$ cat src/rtl/lbsel_pkg.sv
`timescale 1ns/1ps
package lbsel_pkg;
    localparam int VC_W   = 2;
    localparam int DT_W   = 6;
    localparam int DATA_W = 32;
    localparam int NLANE  = 2;
    localparam int NGRP   = 3;

    typedef enum logic [1:0] {
        GRP_DMA  = 2'd0,
        GRP_CBAR = 2'd1,
        GRP_LB   = 2'd2
    } grp_e;

    // RAW family occupies codes 0x28..0x2F: top three bits 101
    function automatic logic is_raw(input logic [DT_W-1:0] dt);
        return dt[DT_W-1:DT_W-3] == 3'b101;
    endfunction

    function automatic logic [NGRP-1:0] lowest_bit(input logic [NGRP-1:0] v);
        return v & (~v + 1'b1);
    endfunction
endpackage

$ cat src/rtl/lbsel_lane_filter.sv
`timescale 1ns/1ps
module lbsel_lane_filter
    import lbsel_pkg::*;
#(
    parameter int VW = VC_W,
    parameter int DW = DT_W
) (
    input  logic          clk,
    input  logic          rst,
    input  logic          valid,
    input  logic          sop,
    input  logic          eop,
    input  logic [VW-1:0] vc,
    input  logic [DW-1:0] dt,
    input  logic [VW-1:0] cfg_vc0,
    input  logic [VW-1:0] cfg_vc1,
    output logic          want,
    output logic          drop,
    output logic          route,
    output logic          bad_dt
);
    logic discarding_q;
    logic head, hit0, hit1, raw_ok, keep;

    always_comb begin
        head   = valid & sop & ~discarding_q;
        hit0   = (vc == cfg_vc0);
        hit1   = (vc == cfg_vc1);
        raw_ok = is_raw(dt);
        keep   = raw_ok & (hit0 | hit1);
        want   = head & keep;
        drop   = discarding_q | (head & ~keep);
        route  = ~hit0;
        bad_dt = head & ~raw_ok;
    end

    always_ff @(posedge clk) begin
        if (rst)
            discarding_q <= 1'b0;
        else if (valid & drop)
            discarding_q <= ~eop;
    end
endmodule

$ cat src/rtl/lbsel_rr_pick.sv
`timescale 1ns/1ps
module lbsel_rr_pick
    import lbsel_pkg::*;
#(
    parameter int NL = NLANE
) (
    input  logic          clk,
    input  logic          rst,
    input  logic          enable,
    input  logic [NL-1:0] want,
    input  logic [NL-1:0] route,
    input  logic [NL-1:0] valid,
    input  logic [NL-1:0] eop,
    output logic          sel,
    output logic          act,
    output logic          fwd_route
);
    logic busy_q, cur_q, cur_route_q, last_q;
    logic start, pick, done;

    always_comb begin
        if (&want) pick = ~last_q;
        else       pick = want[1];
        start     = ~busy_q & enable & (|want);
        sel       = busy_q ? cur_q : pick;
        act       = busy_q | start;
        fwd_route = busy_q ? cur_route_q : route[pick];
        done      = act & valid[sel] & eop[sel];
    end

    always_ff @(posedge clk) begin
        if (rst) begin
            busy_q      <= 1'b0;
            cur_q       <= 1'b0;
            cur_route_q <= 1'b0;
            last_q      <= 1'b1;
        end else if (done) begin
            busy_q <= 1'b0;
            last_q <= sel;
        end else if (start) begin
            busy_q      <= 1'b1;
            cur_q       <= pick;
            cur_route_q <= route[pick];
        end
    end
endmodule

$ cat src/rtl/lbsel_group_arb.sv
`timescale 1ns/1ps
module lbsel_group_arb
    import lbsel_pkg::*;
#(
    parameter int NG = NGRP
) (
    input  logic          clk,
    input  logic          rst,
    input  logic [NG-1:0] req,
    input  logic [NG-1:0] fend,
    output logic [NG-1:0] grant,
    output logic          conflict
);
    logic [NG-1:0] grant_q, winner;
    logic          free, release_now;

    always_comb begin
        free        = (grant_q == '0);
        release_now = |(grant_q & fend);
        winner      = free ? lowest_bit(req) : grant_q;
        grant       = grant_q;
    end

    always_ff @(posedge clk) begin
        if (rst) begin
            grant_q  <= '0;
            conflict <= 1'b0;
        end else begin
            if (release_now)
                grant_q <= '0;
            else if (free)
                grant_q <= winner;
            if (|(req & ~winner))
                conflict <= 1'b1;
        end
    end
endmodule

$ cat src/rtl/lb_vc_selector.sv
`timescale 1ns/1ps
module lb_vc_selector
    import lbsel_pkg::*;
#(
    parameter int VW = VC_W,
    parameter int DW = DT_W,
    parameter int PW = DATA_W
) (
    input  logic                     clk,
    input  logic                     rst,
    input  logic [VW-1:0]            cfg_vc0,
    input  logic [VW-1:0]            cfg_vc1,
    input  logic [NLANE-1:0]         rx_valid,
    output logic [NLANE-1:0]         rx_ready,
    input  logic [NLANE-1:0]         rx_sop,
    input  logic [NLANE-1:0]         rx_eop,
    input  logic [NLANE-1:0]         rx_fend,
    input  logic [NLANE-1:0][VW-1:0] rx_vc,
    input  logic [NLANE-1:0][DW-1:0] rx_dt,
    input  logic [NLANE-1:0][PW-1:0] rx_data,
    input  logic                     dma_req,
    input  logic                     dma_fend,
    input  logic                     cbar_req,
    input  logic                     cbar_fend,
    output logic [NLANE-1:0]         lb_valid,
    output logic [NLANE-1:0]         lb_sop,
    output logic [NLANE-1:0]         lb_eop,
    output logic [NLANE-1:0]         lb_fend,
    output logic [NLANE-1:0][DW-1:0] lb_dt,
    output logic [NLANE-1:0][PW-1:0] lb_data,
    output logic [NGRP-1:0]          grant,
    output logic                     conflict_err,
    output logic                     dt_err
);
    logic [NLANE-1:0] want, drop, route, bad_dt;
    logic             sel, act, fwd_route, beat_go, lb_frame_done;
    logic [NGRP-1:0]  grp_req, grp_fend;

    for (genvar i = 0; i < NLANE; i++) begin : g_lane
        lbsel_lane_filter #(.VW(VW), .DW(DW)) u_filt (
            .clk     (clk),
            .rst     (rst),
            .valid   (rx_valid[i]),
            .sop     (rx_sop[i]),
            .eop     (rx_eop[i]),
            .vc      (rx_vc[i]),
            .dt      (rx_dt[i]),
            .cfg_vc0 (cfg_vc0),
            .cfg_vc1 (cfg_vc1),
            .want    (want[i]),
            .drop    (drop[i]),
            .route   (route[i]),
            .bad_dt  (bad_dt[i])
        );
        assign rx_ready[i] = drop[i] | (act & (sel == i[0]));
    end

    lbsel_rr_pick #(.NL(NLANE)) u_pick (
        .clk       (clk),
        .rst       (rst),
        .enable    (grant[GRP_LB]),
        .want      (want),
        .route     (route),
        .valid     (rx_valid),
        .eop       (rx_eop),
        .sel       (sel),
        .act       (act),
        .fwd_route (fwd_route)
    );

    always_comb begin
        beat_go       = act & rx_valid[sel];
        lb_frame_done = beat_go & rx_eop[sel] & rx_fend[sel];
        grp_req       = '0;
        grp_fend      = '0;
        grp_req[GRP_DMA]   = dma_req;
        grp_req[GRP_CBAR]  = cbar_req;
        grp_req[GRP_LB]    = |want;
        grp_fend[GRP_DMA]  = dma_fend;
        grp_fend[GRP_CBAR] = cbar_fend;
        grp_fend[GRP_LB]   = lb_frame_done;
    end

    for (genvar p = 0; p < NLANE; p++) begin : g_port
        assign lb_valid[p] = beat_go & (fwd_route == p[0]);
        assign lb_sop[p]   = rx_sop[sel];
        assign lb_eop[p]   = rx_eop[sel];
        assign lb_fend[p]  = rx_fend[sel];
        assign lb_dt[p]    = rx_dt[sel];
        assign lb_data[p]  = rx_data[sel];
    end

    lbsel_group_arb #(.NG(NGRP)) u_arb (
        .clk      (clk),
        .rst      (rst),
        .req      (grp_req),
        .fend     (grp_fend),
        .grant    (grant),
        .conflict (conflict_err)
    );

    always_ff @(posedge clk) begin
        if (rst)         dt_err <= 1'b0;
        else if (|bad_dt) dt_err <= 1'b1;
    end
endmodule

$ cat config.mk
export PLATFORM = sky130hd
export DESIGN_NAME = lb_vc_selector
export DESIGN_NICKNAME = d
export VERILOG_FILES = /design/src/rtl/lbsel_pkg.sv /design/src/rtl/lbsel_lane_filter.sv /design/src/rtl/lbsel_rr_pick.sv /design/src/rtl/lbsel_group_arb.sv /design/src/rtl/lb_vc_selector.sv
export SDC_FILE = /design/constraint.sdc
export NUM_CORES = 1
export LEC_CHECK = 0
export BUFFER_PORTS_ARGS = -buffer_cell sky130_fd_sc_hd__buf_2
export CAP_MARGIN = 20
export CORE_MARGIN = 1
export CORE_UTILIZATION = 30
export CTS_BUF_LIST = sky130_fd_sc_hd__clkbuf_16
export CTS_CLUSTER_DIAMETER = 30
export DETAILED_ROUTE_END_ITERATION = 10
export PLACE_DENSITY = 0.7
export SYNTH_ARGS = -nofsm -noshare
export SYNTH_HDL_FRONTEND = slang
export SYNTH_HIERARCHICAL = 1
export SYNTH_SLANG_ARGS = --single-unit
$ cat constraint.sdc
create_clock -name clk -period 3.1 [get_ports clk]
set_clock_uncertainty 0.05 [all_clocks]
set_input_delay 0.31 -clock clk [delete_from_list [all_inputs] [get_ports clk]]
set_output_delay 0.31 -clock clk [all_outputs]
set_load 0.005 [all_outputs]
==> results.yml, run 1 <==
die:
  die_y_um: 75.92
  fp.coreArea_mm2: 0.005172
  dieWidth_um: 75.92
  floorplan.rows: 26
  ios: 189
  start_util_pct: 31.69
  die_area_mm2: 0.005763
placed_design:
  hpwl_um: 4424
  port_buffers: 188
  place_congestion: 0.8432
layout:
  finalNetCount: 433
  register_area_um2: 220.2
  multi_input_area_mm2: 0.001026
  final_layout_size_suffix_gt1_share_pct: 71.86
  final_cell_mix: "buf_2, mux2_2, nor2_1"
  diodes: 0
  nFillCells: 525
  final_common_cell: "buf_2"
  syn_to_final_growth_pct: 45.65
  final_util_pct: 46.15
sta:
  hold_viol: 0
  setup-tns-final_ps: 0
  layout_min_cycle_time_ps: 2787
  whs_ps: 332.6
  setup_violations: 0
  rsz0062_at_grt: "false"
  fmax_mhz: 358.8
  max-slew-margin-rel_pct: 80.36
  finalCritPeriodShare_pct: 89.89
  slew_violations: 0
  tightest_slew_ps: 293.9
grt:
  antenna_found_initial: 0
  grt.overflow.total: 0
  grt_util_all_layers_pct: 16.31
  first_global_vias: 1682
  grt_max_degree: 23
  grt_first_pass_wirelength_um: 7665
pwr:
  combPwrFrac_pct: 38.4
  pwr-share-seq_pct: 24.6
  p_int_mw: 0.4561
  swShare_pct: 26.91
  max-vdd-ir-drop_uv: 227.2
  p_sw_mw: 0.1679
  p_per_area_mw_per_mm2: 261.4
  p_leak_nw: 1.273
  clkPwrFrac_pct: 36.9
clock_network:
  clk_pin_slew_ps: 40
  numClockSinks: 11
  clock_latency_ps: 240
  ctsHoldBuffers: 0
  cts_setup_buffers: 0
  cts_buffers: 3
  cts.path.max_buffers: 2
  ctsRootBufferMaster: "clkbuf_16"
  ctsResizeCount: 0
  cts_tree: "done"
  h-tree-depth: 1
drt:
  routed.top_layer: "met4"
  route.detailed.drc: 0
  met3WireLength_um: 411
  firstDrtPassIters: 4
  routed_wl_um: 4964
  drt-met1-wl_um: 1946
  vias_per_cell: 4.584
  dr_wl_met2_um: 2562
  wl_per_cell_um: 12.29
  vias: 1852
  drtAntennaViolNets: 0
  drt_iter0_markers: 12
critical_path:
  critPathKind: "input pin to output pin"
  worstSetupStartpointType: "input pin"
  crit_fanout: 22
  critPathArrivalTime_ps: 2430
  cp-end-kind: "output pin"
  critPathRequiredTime_ps: 2740
synthesis:
  synth_area_per_cell_um2: 8.812
  yosys.cell_types.count: 38
  yosysWarnings: 6
  synth_area_leaders: "mux2_2, buf_4, dfxtp_1"
  synth_seq_cells: 11
  ys_seq_area_share_pct: 13.44
  synth_cells: 186
  netlist.area_leader.share_pct: 26.79
  syn_nets: 284
  synth_top_cell_by_area: "mux2_2"
  synth_area_mm2: 0.001639
run:
  drv_cap: 0
run_status:
  status: "complete, no violations"
worst_hold_path:
  hold_class: "input pin to register"
[worst paths after layout]
check | from | to | depth (start not counted) | slack, ps
min | rst | u_arb/conflict | 2 | 330
max | cfg_vc0[0] | lb_data[46] | 9 | 310
max reg2reg | g_lane[0].u_filt/discarding_q | u_arb/grant[2] | 8 | 730
min reg2reg | u_arb/conflict | u_arb/conflict | 2 | 420
[power groups by stage]
stage	clock, mW	combinational, mW	sequential [mW]
2_1_floorplan	0	0.141	0.156
3_3_place_gp	0	0.239	0.156
3_5_place_dp	0	0.242	0.156
4_1_cts	0.236	0.243	0.154
5_1_grt	0.243	0.264	0.155
6_report	0.230	0.240	0.154
[routing by layer]
metal | track usage [%] | vias up
li1 | - | 916
met1 | 18.81 | 821
met4 | 2.885 | 0
met5 | 0 | -
met3 | 3.735 | 6
met2 | 30.64 | 109
[state kept, by name (all words and copies together) (netlist names)]
register,cells
g_lane.u_filt/discarding_q,2
dt_err,1
u_pick/busy_q,1
u_pick/cur_q,1
u_arb/conflict,1
u_arb/grant,3
u_pick/cur_route_q,1
u_pick/last_q,1
[critical path, cell delays in order]
cell and delay (ps):
buf_2 120, xnor2_1 190, a22o_1 210, and3_1 200
a21boi_4 230, mux2_4 300, buf_4 320, mux2_2 400
buf_2 140
[cell usage after synthesis, drive strengths merged]
library cell and count:
a221o 1, nor4 1, nor2 13, a32oi 1
nand2 7, a31oi 1, or2 1, clkbuf 4
a21o 2, nor2b 3, a22oi 1, inv 5
and4b 1, and3 2, mux2i 4, a22o 2
o21ai 3, nand2b 3, a21oi 11, nor3 4
a2111oi 1, and2 1, a21boi 1, dfxtp 11
nor3b 3, xnor2 8, a211o 2, mux2 43
buf 42, o311ai 1, and3b 3
[kinds of logic (layout without fill, tap and decap cells)]
kind of cell	count (synthesis)	count (layout)	synth area share, %
mux	47	47	32.67
compound gates	27	27	11.60
simple gates	42	42	14.05
xor+xnor	8	8	4.275
flops	11	11	13.44
buf+inv	51	199	23.97
[stage by stage]
stage / cells / power [mW] / setup slack (ps) / cell area [um^2]
after floorplan: 186 / 0.2964 / 579.3 / 1639
after global placement: 400 / 0.3951 / 349.3 / 2308
after detailed placement: 400 / 0.3981 / 299.7 / 2308
after CTS: 404 / 0.6325 / 293.4 / 2387
after global routing: 404 / 0.6616 / 146.5 / 2387
final: 404 / 0.6239 / 313.3 / 2387
[area by class of cell]
cell class | count | share of cell area, %
Multi-Input combinational cell | 124 | 42.98
Timing Repair Buffer | 190 | 40.04
Sequential cell | 11 | 9.224
Tap cell | 70 | 3.669
Clock buffer | 3 | 3.145
Inverter | 5 | 0.7862
Clock inverter | 1 | 0.1572
Note: power is estimated with default switching activity, not from simulation.
==> inputs of run 2 (changes only) <==
Settings changed: CORE_MARGIN 1 to default, PLACE_DENSITY 0.7 to 0.82, SYNTH_HIERARCHICAL 1 to default.
==> run 2 against run 1 <==
Effect of this change:
- routed wire length rose by 9.3%
- non-clock buffer count fell by 1
- clock power rose by 6%
- die area rose by 0.53%
- hold slack improved by 4.7 ps
- clock-buffer cell count did not move
- sequential share of layout area fell by 0.14 points
- first-iteration DRC count rose to 8.1 times the previous value
- synthesized cell count rose by 4.3%
- total power rose by 3.2%
- critical path type unchanged
==> results.yml, run 2 <==
die:
  start_util_pct: 31.66
  fp.coreArea_mm2: 0.005205
  dieWidth_um: 76.12
  floorplan.rows: 26
  die_area_mm2: 0.005793
  ios: 189
  die_y_um: 76.12
run:
  drv_cap: 0
sta:
  whs_ps: 337.4
  slew_violations: 0
  layout_min_cycle_time_ps: 2524
  rsz0062_at_grt: "false"
  finalCritPeriodShare_pct: 81.43
  worst_slack_ps: 575.7
  hold_viol: 0
  fmax_mhz: 396.1
  max-slew-margin-rel_pct: 68.06
  tightest_slew_ps: 477.3
  setup_violations: 0
  setup-tns-final_ps: 0
critical_path:
  crit_fanout: 32
  cp-end-kind: "output pin"
  critPathKind: "input pin to output pin"
  critPathArrivalTime_ps: 2160
  critPathRequiredTime_ps: 2740
  worstSetupStartpointType: "input pin"
drt:
  route.detailed.drc: 0
  drt_iter0_markers: 97
  firstDrtPassIters: 4
  vias: 1926
  drtAntennaViolNets: 0
  vias_per_cell: 4.709
  wl_per_cell_um: 13.27
  routed_wl_um: 5426
placed_design:
  preCtsSetupSlack_ps: 568.7
  place_congestion: 0.8264
  hpwl_um: 4642
  port_buffers: 188
grt:
  grt_util_all_layers_pct: 17.95
  grt_first_pass_wirelength_um: 8438
  first_global_vias: 1810
  grt_max_degree: 33
  grt.overflow.total: 0
  antenna_found_initial: 0
layout:
  final_util_pct: 46.56
  diodes: 0
  final_cell_mix: "buf_2, mux2_2, a21oi_1, dfxtp_1, nand2_1"
  largest_reg_flops: 3
  final_layout_size_suffix_gt1_share_pct: 71.39
  final_common_cell: "buf_2"
  syn_to_final_growth_pct: 47.08
  finalNetCount: 438
  nFillCells: 523
synthesis:
  synth_area_leaders: "mux2_2, buf_4, dfxtp_1"
  syn_nets: 292
  yosysWarnings: 0
  synth_common_cells: "buf_4, mux2_2, a21oi_1, dfxtp_1, nand2_1"
  synth_top_cell_by_area: "mux2_2"
  netlist.area_leader.share_pct: 28.70
  synth_seq_cells: 11
  async_reset_ff_share_pct: 0
  synth_cells: 194
  synth_area_per_cell_um2: 8.494
  yosys_most_used_dff: "dfxtp_1"
  yosys.cell_types.count: 36
  synth_area_mm2: 0.001648
  synth_most_common_cell: "buf_4"
  synth_edf_count: 0
  ys_seq_area_share_pct: 13.36
run_status:
  status: "complete, no violations"
clock_network:
  cts_tree: "done"
  cts_buffers: 3
  cts_setup_buffers: 0
  ctsHoldBuffers: 0
  clk_pin_slew_ps: 50
  ctsResizeCount: 0
  h-tree-depth: 1
  cts.path.max_buffers: 2
  clock_latency_ps: 250
  numClockSinks: 11
  ctsRootBufferMaster: "clkbuf_16"
worst_hold_path:
  hold_class: "input pin to register"
pwr:
  p_leak_nw: 1.290
  p_per_area_mw_per_mm2: 265.6
  max-vdd-ir-drop_uv: 152.0
run 2: area by class of cell:
cell class	instances	area, um^2	share of cell area (%)
Clock buffer	3	75.07	3.098
Clock inverter	1	5.005	0.2065
Inverter	3	11.26	0.4646
Multi-Input combinational cell	132	1064	43.88
Sequential cell	11	220.2	9.086
Tap cell	70	87.58	3.614
Timing Repair Buffer	189	960.9	39.65
run 2: logic make-up after synthesis:
family	synth area share, %
AOI/OAI and AO/OA	13.59
xor gates and xnor gates	4.252
buffers and inverters	22.10
DFF	13.36
muxes	31.21
and+or+nand+nor	15.49
run 2: per-stage QoR:
stage | power, mW | instance area [um^2] | cells
detailed placement | 0.4042 | 2344 | 405
global route | 0.6806 | 2424 | 409
floorplan | 0.3011 | 1648 | 194
finish | 0.6436 | 2424 | 409
global placement | 0.3995 | 2344 | 405
CTS | 0.6456 | 2424 | 409
run 2: worst paths after layout:
path                       from             end  slack [ps]  depth (start not counted)
setup / recovery     cfg_vc0[1]      lb_data[4]         580                          8
setup reg to reg  u_pick.busy_q  u_arb.grant[0]        1090                          7
hold / removal              rst  u_arb.conflict         340                          2
hold reg to reg          dt_err          dt_err         460                          2
run 2: where the power goes:
part / internal (mW) / leakage [nW] / total [mW] / switching (mW)
clock: 0.172 / 0.0409 / 0.244 / 0.0723
combinational: 0.137 / 1.16 / 0.243 / 0.106
sequential: 0.150 / 0.0901 / 0.157 / 0.00675
total: 0.459 / 1.29 / 0.644 / 0.185
run 2: metal layers:
metal  track usage (%)  vias up  wire length [um]
met4             6.923        0               127
met1             18.56      848              2024
li1                  -      943                 -
met5                 0        -                 0
met2             34.73      123              2836
met3             4.072       12               437
run 2: worst max-delay path, cell delays in order:
cell and delay (ps):
buf_2 120, xor2_1 220, o22ai_2 150, and3_4 180, o21ai_4 390, buf_12 260
mux2_2 370, buf_2 140
